[src/rtl/csel_pkg.sv]
package csel_pkg;

   // Option word, MSB first
   typedef struct packed {
      logic       avec;      // 15
      logic       sync_mode; // 14
      logic       strb_ds;   // 13
      logic [1:0] dir;       // 12:11
      logic [1:0] lanes;     // 10:9
      logic [1:0] space;     // 8:7
      logic [2:0] prio;      // 6:4
      logic [3:0] ack;       // 3:0
   } copt_t;

   localparam int OPT_W = $bits(copt_t);
   localparam int ACK_W = 4;

   localparam logic [1:0] SP_CPU  = 2'b00;
   localparam logic [1:0] SP_USER = 2'b01;
   localparam logic [1:0] SP_SUPV = 2'b10;
   localparam logic [1:0] SP_BOTH = 2'b11;

endpackage

[src/rtl/csel_match.sv]
module csel_match #(
   parameter int FC_W  = 3,
   parameter int LVL_W = 3
) (
   input  csel_pkg::copt_t   opt,
   input  logic              bus_rd,
   input  logic [FC_W-1:0]   bus_fc,
   input  logic              bus_a0,
   input  logic              bus_word,
   input  logic [LVL_W-1:0]  bus_lvl,
   input  logic              port16,
   input  logic              addr_hit,
   output logic              cpu_space,
   output logic              qual
);
   import csel_pkg::*;

   localparam logic [FC_W-1:0] FC_CPU = {FC_W{1'b1}};

   generate
      if (FC_W < 3) begin : g_bad_fc
         $error("csel_match: FC_W must be at least 3");
      end
      if (LVL_W != 3) begin : g_bad_lvl
         $error("csel_match: LVL_W must match the priority field");
      end
   endgenerate

   logic lane_up, lane_lo, lane_ok, dir_ok, space_ok, prio_ok, user_sp;

   always_comb begin
      lane_up = ~bus_a0 | bus_word;
      lane_lo =  bus_a0 | bus_word;
      if (port16)
         lane_ok = (opt.lanes[1] & lane_up) | (opt.lanes[0] & lane_lo);
      else
         lane_ok = |opt.lanes;
   end

   always_comb begin
      dir_ok = bus_rd ? opt.dir[0] : opt.dir[1];
   end

   always_comb begin
      cpu_space = (bus_fc == FC_CPU);
      user_sp   = ~bus_fc[2];
      unique case (opt.space)
         SP_CPU:  space_ok = cpu_space;
         SP_USER: space_ok = ~cpu_space & user_sp;
         SP_SUPV: space_ok = ~cpu_space & ~user_sp;
         default: space_ok = ~cpu_space;
      endcase
   end

   always_comb begin
      if (opt.space == SP_CPU && opt.prio != '0)
         prio_ok = (bus_lvl == opt.prio);
      else
         prio_ok = 1'b1;
   end

   assign qual = addr_hit & lane_ok & dir_ok & space_ok & prio_ok;

endmodule

[src/rtl/csel_strobe.sv]
module csel_strobe #(
   parameter bit SYNC_EN = 1'b1
) (
   input  logic clk,
   input  logic rst_n,
   input  logic qual,
   input  logic bus_as,
   input  logic bus_ds,
   input  logic eclk_en,
   input  logic sync_mode,
   input  logic strb_ds,
   output logic cs
);
   logic trig;

   generate
      if (SYNC_EN) begin : g_sync
         always_comb begin
            if (sync_mode) trig = eclk_en;
            else           trig = strb_ds ? bus_ds : 1'b1;
         end
      end else begin : g_async_only
         always_comb trig = strb_ds ? bus_ds : 1'b1;
      end
   endgenerate

   always_ff @(posedge clk) begin
      if (!rst_n)                       cs <= 1'b0;
      else if (!bus_as)                 cs <= 1'b0;
      else if (!cs && trig && qual)     cs <= 1'b1;
   end

   p_cs_needs_as_r12: assert property (@(posedge clk) disable iff (!rst_n)
      cs |-> $past(bus_as));
   p_cs_rise_qual_r2: assert property (@(posedge clk) disable iff (!rst_n)
      $rose(cs) |-> $past(qual));
   p_ds_strobe_r7: assert property (@(posedge clk) disable iff (!rst_n)
      $rose(cs) && !$past(sync_mode) && $past(strb_ds) |-> $past(bus_ds));

   generate
      if (SYNC_EN) begin : g_sync_chk
         p_sync_eclk_r8: assert property (@(posedge clk) disable iff (!rst_n)
            $rose(cs) && $past(sync_mode) |-> $past(eclk_en));
      end
   endgenerate

endmodule

[src/rtl/csel_ack.sv]
module csel_ack #(
   parameter int CODE_W = 4
) (
   input  logic              clk,
   input  logic              rst_n,
   input  logic              cs,
   input  logic [CODE_W-1:0] code,
   output logic              dsack
);
   localparam logic [CODE_W-1:0] CODE_EXT  = {CODE_W{1'b1}};
   localparam logic [CODE_W-1:0] CODE_FAST = CODE_EXT - 1'b1;
   localparam logic [CODE_W-1:0] CNT_MAX   = {CODE_W{1'b1}};

   generate
      if (CODE_W < 2) begin : g_bad_code
         $error("csel_ack: CODE_W must be at least 2");
      end
   endgenerate

   logic [CODE_W-1:0] cnt;

   always_ff @(posedge clk) begin
      if (!rst_n || !cs)     cnt <= '0;
      else if (cnt != CNT_MAX) cnt <= cnt + 1'b1;
   end

   always_comb begin
      if (!cs)                    dsack = 1'b0;
      else if (code == CODE_FAST) dsack = 1'b1;
      else if (code == CODE_EXT)  dsack = 1'b0;
      else                        dsack = (cnt > code);
   end

   p_ack_needs_cs_r9: assert property (@(posedge clk) disable iff (!rst_n)
      dsack |-> cs);
   p_wait_first_r9: assert property (@(posedge clk) disable iff (!rst_n)
      $rose(cs) && code != CODE_FAST |-> !dsack);
   p_fast_r10: assert property (@(posedge clk) disable iff (!rst_n)
      $rose(cs) && code == CODE_FAST |-> dsack);
   p_ext_r11: assert property (@(posedge clk) disable iff (!rst_n)
      $rose(dsack) |-> code != CODE_EXT);

endmodule

[src/rtl/csel_unit.sv]
module csel_unit #(
   parameter bit IS_BOOT = 1'b0,
   parameter bit SYNC_EN = 1'b1,
   parameter int FC_W    = 3,
   parameter int LVL_W   = 3
) (
   input  logic                       clk,
   input  logic                       rst_n,
   input  logic                       opt_we,
   input  logic [csel_pkg::OPT_W-1:0] opt_wdata,
   input  logic                       bus_as,
   input  logic                       bus_ds,
   input  logic                       bus_rd,
   input  logic [FC_W-1:0]            bus_fc,
   input  logic                       bus_a0,
   input  logic                       bus_word,
   input  logic [LVL_W-1:0]           bus_lvl,
   input  logic                       port16,
   input  logic                       addr_hit,
   input  logic                       eclk_en,
   output logic                       cs_o,
   output logic                       dsack_o,
   output logic                       avec_o
);
   import csel_pkg::*;

   copt_t opt_q;
   logic  boot_pend;
   logic  qual, cpu_space;

   generate
      if (IS_BOOT) begin : g_boot
         always_ff @(posedge clk) begin
            if (!rst_n) boot_pend <= 1'b1;
            else        boot_pend <= 1'b0;
         end
         p_boot_init_r1: assert property (@(posedge clk) disable iff (!rst_n)
            $fell(boot_pend) |-> opt_q.lanes == 2'b11 && opt_q.dir == 2'b11);
      end else begin : g_general
         assign boot_pend = 1'b0;
      end
   endgenerate

   always_ff @(posedge clk) begin
      if (!rst_n) begin
         opt_q <= '0;
      end else if (boot_pend) begin
         opt_q.lanes <= 2'b11;
         opt_q.dir   <= 2'b11;
         opt_q.space <= SP_BOTH;
      end else if (opt_we) begin
         opt_q <= copt_t'(opt_wdata);
      end
   end

   csel_match #(.FC_W(FC_W), .LVL_W(LVL_W)) u_match (
      .opt       (opt_q),
      .bus_rd    (bus_rd),
      .bus_fc    (bus_fc),
      .bus_a0    (bus_a0),
      .bus_word  (bus_word),
      .bus_lvl   (bus_lvl),
      .port16    (port16),
      .addr_hit  (addr_hit),
      .cpu_space (cpu_space),
      .qual      (qual)
   );

   csel_strobe #(.SYNC_EN(SYNC_EN)) u_strobe (
      .clk       (clk),
      .rst_n     (rst_n),
      .qual      (qual),
      .bus_as    (bus_as),
      .bus_ds    (bus_ds),
      .eclk_en   (eclk_en),
      .sync_mode (opt_q.sync_mode),
      .strb_ds   (opt_q.strb_ds),
      .cs        (cs_o)
   );

   csel_ack #(.CODE_W(ACK_W)) u_ack (
      .clk   (clk),
      .rst_n (rst_n),
      .cs    (cs_o),
      .code  (opt_q.ack),
      .dsack (dsack_o)
   );

   assign avec_o = cs_o & opt_q.avec & (opt_q.space == SP_CPU) & cpu_space;

   p_avec_with_cs_r13: assert property (@(posedge clk) disable iff (!rst_n)
      avec_o |-> cs_o && bus_fc == {FC_W{1'b1}});
   p_drop_on_as_r12: assert property (@(posedge clk) disable iff (!rst_n)
      !bus_as |=> !cs_o && !dsack_o);

endmodule

[config.mk]
export PLATFORM = sky130hd
export DESIGN_NAME = csel_unit
export DESIGN_NICKNAME = d
export VERILOG_FILES = /design/src/rtl/csel_pkg.sv /design/src/rtl/csel_match.sv /design/src/rtl/csel_strobe.sv /design/src/rtl/csel_ack.sv /design/src/rtl/csel_unit.sv
export SDC_FILE = /design/constraint.sdc
export NUM_CORES = 1
export LEC_CHECK = 0
export ABC_AREA = 1
export BUFFER_PORTS_ARGS = -buffer_cell sky130_fd_sc_hd__buf_4
export CAP_MARGIN = 20
export CORE_AREA = 2 2 65 52
export DETAILED_ROUTE_END_ITERATION = 10
export DIE_AREA = 0 0 67 54
export MAX_ROUTING_LAYER = met4
export PLACE_DENSITY = 0.75
export SLEW_MARGIN = 10
export SYNTH_ARGS = -nofsm -noshare
export SYNTH_HDL_FRONTEND = slang
export SYNTH_HIERARCHICAL = 1
export SYNTH_SLANG_ARGS = --single-unit
[constraint.sdc]
create_clock -name clk -period 1.3 [get_ports clk]
set_input_delay 0.13 -clock clk [delete_from_list [all_inputs] [get_ports clk]]
set_output_delay 0.13 -clock clk [all_outputs]
set_load 0.05 [all_outputs]
# Word level (Yosys, flattened, before mapping)
# Cells that the tools add are included.
[word_totals] regBits=21 out_inout_bits=3
[classes] bitwise_logic=17 n_eq_ne=7 n_lt_le_gt_ge=1 n_reduce_logical=10 addsub=1 mux=9
[op_table] cell="bitwise AND 1 bit" n=11
[op_table] cell="== test 4 bit (second input constant)" n=2
[op_table] cell="two-way mux 1 bit" n=8
[op_table] cell="adder 4 x 1 -> 4 bit (second input constant)" n=1
[op_table] cell="greater-than comparator 4 bit" n=1
[op_table] cell="inequality test 4 bit (second input constant)" n=1
[op_table] cell="== test 3 bit" n=1
[op_table] cell="== test 3 bit (second input constant)" n=1
[op_table] cell="logical AND 1 bit" n=3
[op_table] cell="inverter 1 bit" n=3
[op_table] cell="bitwise OR 1 bit" n=3
[op_table] cell="case mux 1 bit (3 select lines)" n=1
[op_table] cell="nonzero test 3 bit" n=1
[op_table] cell="== test 2 x 1 -> 1 bit (second input constant)" n=1
[op_table] cell="== test 2 bit (second input constant)" n=1
[op_table] cell="logical NOT 1 bit" n=2
[op_table] cell="logical NOT 2 bit" n=1
[op_table] cell="AND reduction 2 bit" n=1
[op_table] cell="OR reduction 2 bit" n=1
[op_table] cell="logical OR 1 bit" n=1

# Logic depth before layout (Yosys ltp)
[logic_depth] word_depth=10 mapped_depth=12

# By module
# Netlist, hierarchy kept.
[modules_own_cells] mod="csel_unit" area_per_inst_um2=694.4 instances=1 seq_area_each_um2=320.3 cells_per_inst=106
[modules_own_cells] mod="csel_ack" area_per_inst_um2=324.1 instances=1 seq_area_each_um2=80.1 cells_per_inst=47
[modules_own_cells] mod="csel_match" area_per_inst_um2=236.5 instances=1 seq_area_each_um2=0.0 cells_per_inst=51
[modules_own_cells] mod="csel_strobe" area_per_inst_um2=67.6 instances=1 seq_area_each_um2=20.0 cells_per_inst=10

# Least setup slack after synthesis
# No wires, ideal clock.
[synth_path] path_type="register to output" start="register u_ack.cnt[0]" end="output dsack_o" path_stages_with_launch=8 required_ps=1170 slack_ps=-486 t_arrival_ps=1656 path_buffers=0 path_cell_list="dfxtp_1 > inv_1 > ha_1 > nand2_1 > nor2_1 > nor2_1 > nand2_1 > a21oi_1"
[synth_between] elab_chain_cells=4
[synth_lines] item="start, declared" line_no="csel_ack.sv:20" text="logic [CODE_W-1:0] cnt;"
[synth_lines] item="start signal, assigned" line_no="csel_ack.sv:24" text="else if (cnt != CNT_MAX) cnt <= cnt + 1'b1;"
[synth_lines] item="greater-than comparator 4 bit" line_no="csel_ack.sv:31" text="else dsack = (cnt > code);"
[synth_lines] item="two-way mux 1 bit" line_no="csel_ack.sv:30" text="else if (code == CODE_EXT) dsack = 1'b0;"
[synth_lines] item="two-way mux 1 bit" line_no="csel_ack.sv:29" text="else if (code == CODE_FAST) dsack = 1'b1;"
[synth_lines] item="two-way mux 1 bit" line_no="csel_ack.sv:28" text="if (!cs) dsack = 1'b0;"
[synth_lines] item="end, declared" line_no="csel_unit.sv:22" text="output logic dsack_o,"
# No other way between the ends.

# Worst setup path in the final report
[layout_path] start="register opt_q[1] in the netlist's numbering" end="output dsack_o"
[layout_between] elab_chain_cells=4 word_cells_on_any_way=6 cone_classes="order compare: 1; eq/ne: 2; mux: 3"
[layout_lines] item="start, declared" line_no="csel_unit.sv:27" text="copt_t opt_q;"
[layout_lines] item="start signal, assigned" line_no="csel_unit.sv:52" text="opt_q <= copt_t'(opt_wdata);"
[layout_lines] item="greater-than comparator 4 bit or == test 4 bit (tied branches)" line_no="csel_ack.sv:31, csel_ack.sv:30"
[layout_lines] item="two-way mux 1 bit" line_no="csel_ack.sv:30"
[layout_lines] item="two-way mux 1 bit *" line_no="csel_ack.sv:29"
[layout_lines] item="two-way mux 1 bit *" line_no="csel_ack.sv:28"
# Every way passes the cells marked *; elsewhere a longest branch is shown, timed or not.

==> reports/metrics.csv <==
stage;metric;value;unit
clocking;clock_latency;0.26;ns
timing;slew_viol_final;0;
synthesis;synth_area;1323;um2
critical_path;critPathTopFamily;flip-flops;
synthesis;syn_inst;214;
critical_path;crit_type;flop to output port;
critical_path;cpMostUsedCell;nand2_1;
global_routing;grt_pass1_vias;1174;
timing;worstMarginPinSlew;0.3103;ns
floorplanning;fp.dieH;54;um
power;p_sw;0.3837;mW
final_layout;final_cells;298;
timing;rsz0062_at_grt;yes;
critical_path;worstSetupStartpointType;flop;
synthesis;synthTopCellsByArea;dfxtp_1 (32%), nand2_1 (18%), inv_1 (14%);
synthesis;synth.largest_area_cell;dfxtp_1;
global_routing;grt_pass1_wl;4740;um
power;leakage;0.9690;nW
timing;fin_crit;1.571;ns
power;swShare;0.2662;
critical_path;worstPathMaxFanout;2;
timing;finalHoldViolCount;0;
timing;setup_tns;-0.3363;ns
synthesis;synth_nets;255;
final_layout;utilization;0.6017;
min_path;hold_class;input pin to flop;
power;p_int;1.058;mW
critical_path;cpPeakStageDelay;0.34;ns
place;gp_congestion;0.7926;
drt;drt_iter0_drc;35;
critical_path;rrSetupSlack;-0.07;ns
floorplanning;fp-row-count;18;
floorplanning;start_util;0.4318;
drt;routed_wl;2694;um
drt;first_pass_iters;4;
timing;fin_worst_skew;0.005874;ns
drt;vias_per_cell;4.305;
floorplanning;ioPinCount;36;
global_routing;grt_max_degree;33;
final_layout;nets;300;
synthesis;yosys.area.top_type_share;0.3179;
place;place_area;1675;um2
timing;finalWorstSetupSlack;-0.2707;ns
synthesis;ys_ff_latch;21;
critical_path;path_depth;9;
timing;timing.final.crit_share;1.208;
critical_path;critical_path_required;1.17;ns
critical_path;cp_cell_sequence;inv_2 > ha_4 > nand2_1 > nand2_1 > nand2_1 > nand2_1 > nand2_2 > a21oi_4 > buf_6;
place;dpl.cell_count;293;
clocking;cts-root-buf;clkbuf_8;
synthesis;postSynthAreaPerCell;6.180;um2
floorplanning;core;3063;um2
final_layout;syn_to_final_growth;39.36;%
drt;drc;0;
critical_path;worstPathArrival;1.44;ns
critical_path;worstRegToRegCells;12;
final_layout;drive_gt1_frac;0.3372;
clocking;cts.sinks;21;
clocking;clkTransAtPathRegs;0.08;ns
critical_path;endpoint_kind;output port;
clocking;cts_tree;built;
power;p_clk_frac;0.293;
synthesis;yosysSeqAreaShare;0.3179;
power;power_density;782.2;nW/um2
clocking;clk_path_buf_depth;2;
timing;fmax;0.6367;GHz
critical_path;cp_num_buf_inv;2;
clocking;cts_buffers;3;
power;comb_power_share;0.217;
place;hpwl;1977;um
critical_path;crit_path_top_delay_cell;dfxtp_2;
final_layout;seqCellArea;439.2;um2
clocking;htree_num_levels;1;
floorplanning;die_w;67;um
power;peakVddDrop;432.4;uV
drt;drtAntennaViolNets;0;
run_status;status;complete, but fails checks;
timing;setup_viol;2;
synthesis;synth_cell_types;20;
power;power;1.442;mW
timing;relSlewSlack;0.7931;
min_path;hold_start;bus_as;
critical_path;critical_path.endpoint;dsack_o;
final_layout;fillers;305;
final_layout;multi_input_area;765.7;um2
power;power_frac_seq;0.490;
global_routing;grt_overflow;0;
global_routing;track_usage;0.1734;
critical_path;rr_endpoint;u_strobe/cs;
final_layout;fin_area;1843;um2
final_layout;diodes;0;
drt;vias;1283;
global_routing;grt_antenna_before_repair;0;
synthesis;synth_warnings;6;
critical_path;rr_startpoint;opt_q[7];
place;io_buffers;35;
run_status;violations;negative setup slack;
flow_run;cap_violations;0;
floorplanning;dieArea;3618;um2
critical_path;crit_start;opt_q[1];
drt;wl_per_cell;9.040;um
registers in the layout (all words and copies together) (netlist names):
register     count
opt_q           16
u_strobe/cs      1
u_ack/cnt        4
layout by cell type, fill, tap and decap left out:
master / netlist / final
buf_8: 0 / 1
dfxtp_1: 21 / 10
dfxtp_4: 0 / 2
inv_1: 51 / 44
nor2_2: 3 / 3
clkbuf_1: 0 / 1
nor3b_2: 1 / 1
a21oi_4: 0 / 1
ha_2: 0 / 1
ha_1: 8 / 1
nand3_1: 6 / 6
nor3_2: 1 / 1
nand2_2: 0 / 2
inv_2: 0 / 6
ha_4: 0 / 6
nand3b_1: 1 / 1
nand2_1: 63 / 61
a21oi_2: 2 / 2
a21oi_1: 5 / 4
o21ai_0: 1 / 1
inv_4: 0 / 1
buf_6: 3 / 1
buf_4: 1 / 43
nand3_2: 3 / 3
nor2_1: 39 / 38
nor2_4: 0 / 1
a31oi_1: 1 / 1
dfxtp_2: 0 / 9
xnor2_1: 1 / 1
clkbuf_8: 0 / 3
o21ai_1: 2 / 2
per-layer routing:
layer,GRT usage,part of all wire,vias to the layer above
li1,-,-,707
met2,0.2838,0.44,26
met3,0.01883,0.034,2
met5,-,0,-
met4,0.04082,0.0082,0
met1,0.2312,0.52,548
worst register-to-register path, delay by kind of cell, from the launching register on:
family / cells / cell delay [ns]
flops: 1 / 0.37
fa+ha+maj: 1 / 0.13
buf+inv: 3 / 0.15
compound gates: 2 / 0.19
simple gates: 6 / 0.48
what timing repair did:
| item | 4_1_cts | 5_1_grt |
|---|---|---|
| hold endpoints to repair | 0 | 0 |
| resized for setup | 28 | 7 |
| endpoints found under the setup margin | 2 | 3 |
| hold buffers | 0 | 0 |
| pin swaps | 15 | 11 |
| buffers inserted | 1 | 0 |
stage by stage:
step / setup WS (ns) / hold WS (ns)
final: -0.2707 / 0.1152
after global routing: -0.3808 / 0.1092
after CTS: -0.3135 / 0.1201
after detailed placement: -0.1315 / 0.3880
after global placement: -0.1072 / 0.3968
after floorplan: -0.08779 / 0.2598
worst min path at each step:
stage | endpoint | cells past startpoint
3_5_place_dp | u_strobe/cs | 3
4_1_cts | u_strobe/cs | 3
2_1_floorplan | u_strobe/cs | 2
5_1_grt | u_strobe/cs | 3
6_report | u_strobe/cs | 3
3_3_place_gp | u_strobe/cs | 3
cell type report:
cell class / count / share of cell area
clock buffers: 4 / 0.02444
repair buffers: 45 / 0.1894
well taps: 40 / 0.02716
inverters: 51 / 0.1052
multi-input cells: 137 / 0.4155
flip-flops and latches: 21 / 0.2383
power groups by stage:
stage / registers (mW) / clock network (mW) / logic [mW]
finish: 0.706 / 0.422 / 0.313
global route: 0.712 / 0.459 / 0.363
CTS: 0.706 / 0.427 / 0.310
detailed placement: 0.715 / 0 / 0.286
global placement: 0.714 / 0 / 0.281
floorplan: 0.713 / 0 / 0.173
synth_stat cells:
cell type	n
a21oi_1	5
xnor2_1	1
nand2_1	63
dfxtp_1	21
a21oi_2	2
inv_1	51
nor2_2	3
nand3b_1	1
ha_1	8
buf_6	3
nor3_2	1
o21ai_1	2
a31oi_1	1
o21ai_0	1
clkbuf_2	1
nor3b_2	1
nor2_1	39
nand3_1	6
buf_4	1
nand3_2	3
cell families (layout without fill, tap and decap cells):
kind of cell               count (synthesis)  count (layout)  share of synthesized area
and+or+nand+nor                          117             117                     0.3718
buffers and inverters                     56             100                     0.1797
DFF                                       21              21                     0.3179
AOI/OAI and AO/OA                         11              11                    0.04825
adders and majority gates                  8               8                    0.07569
xor gates and xnor gates                   1               1                   0.006624
Note: power is estimated with default switching activity, not from simulation.
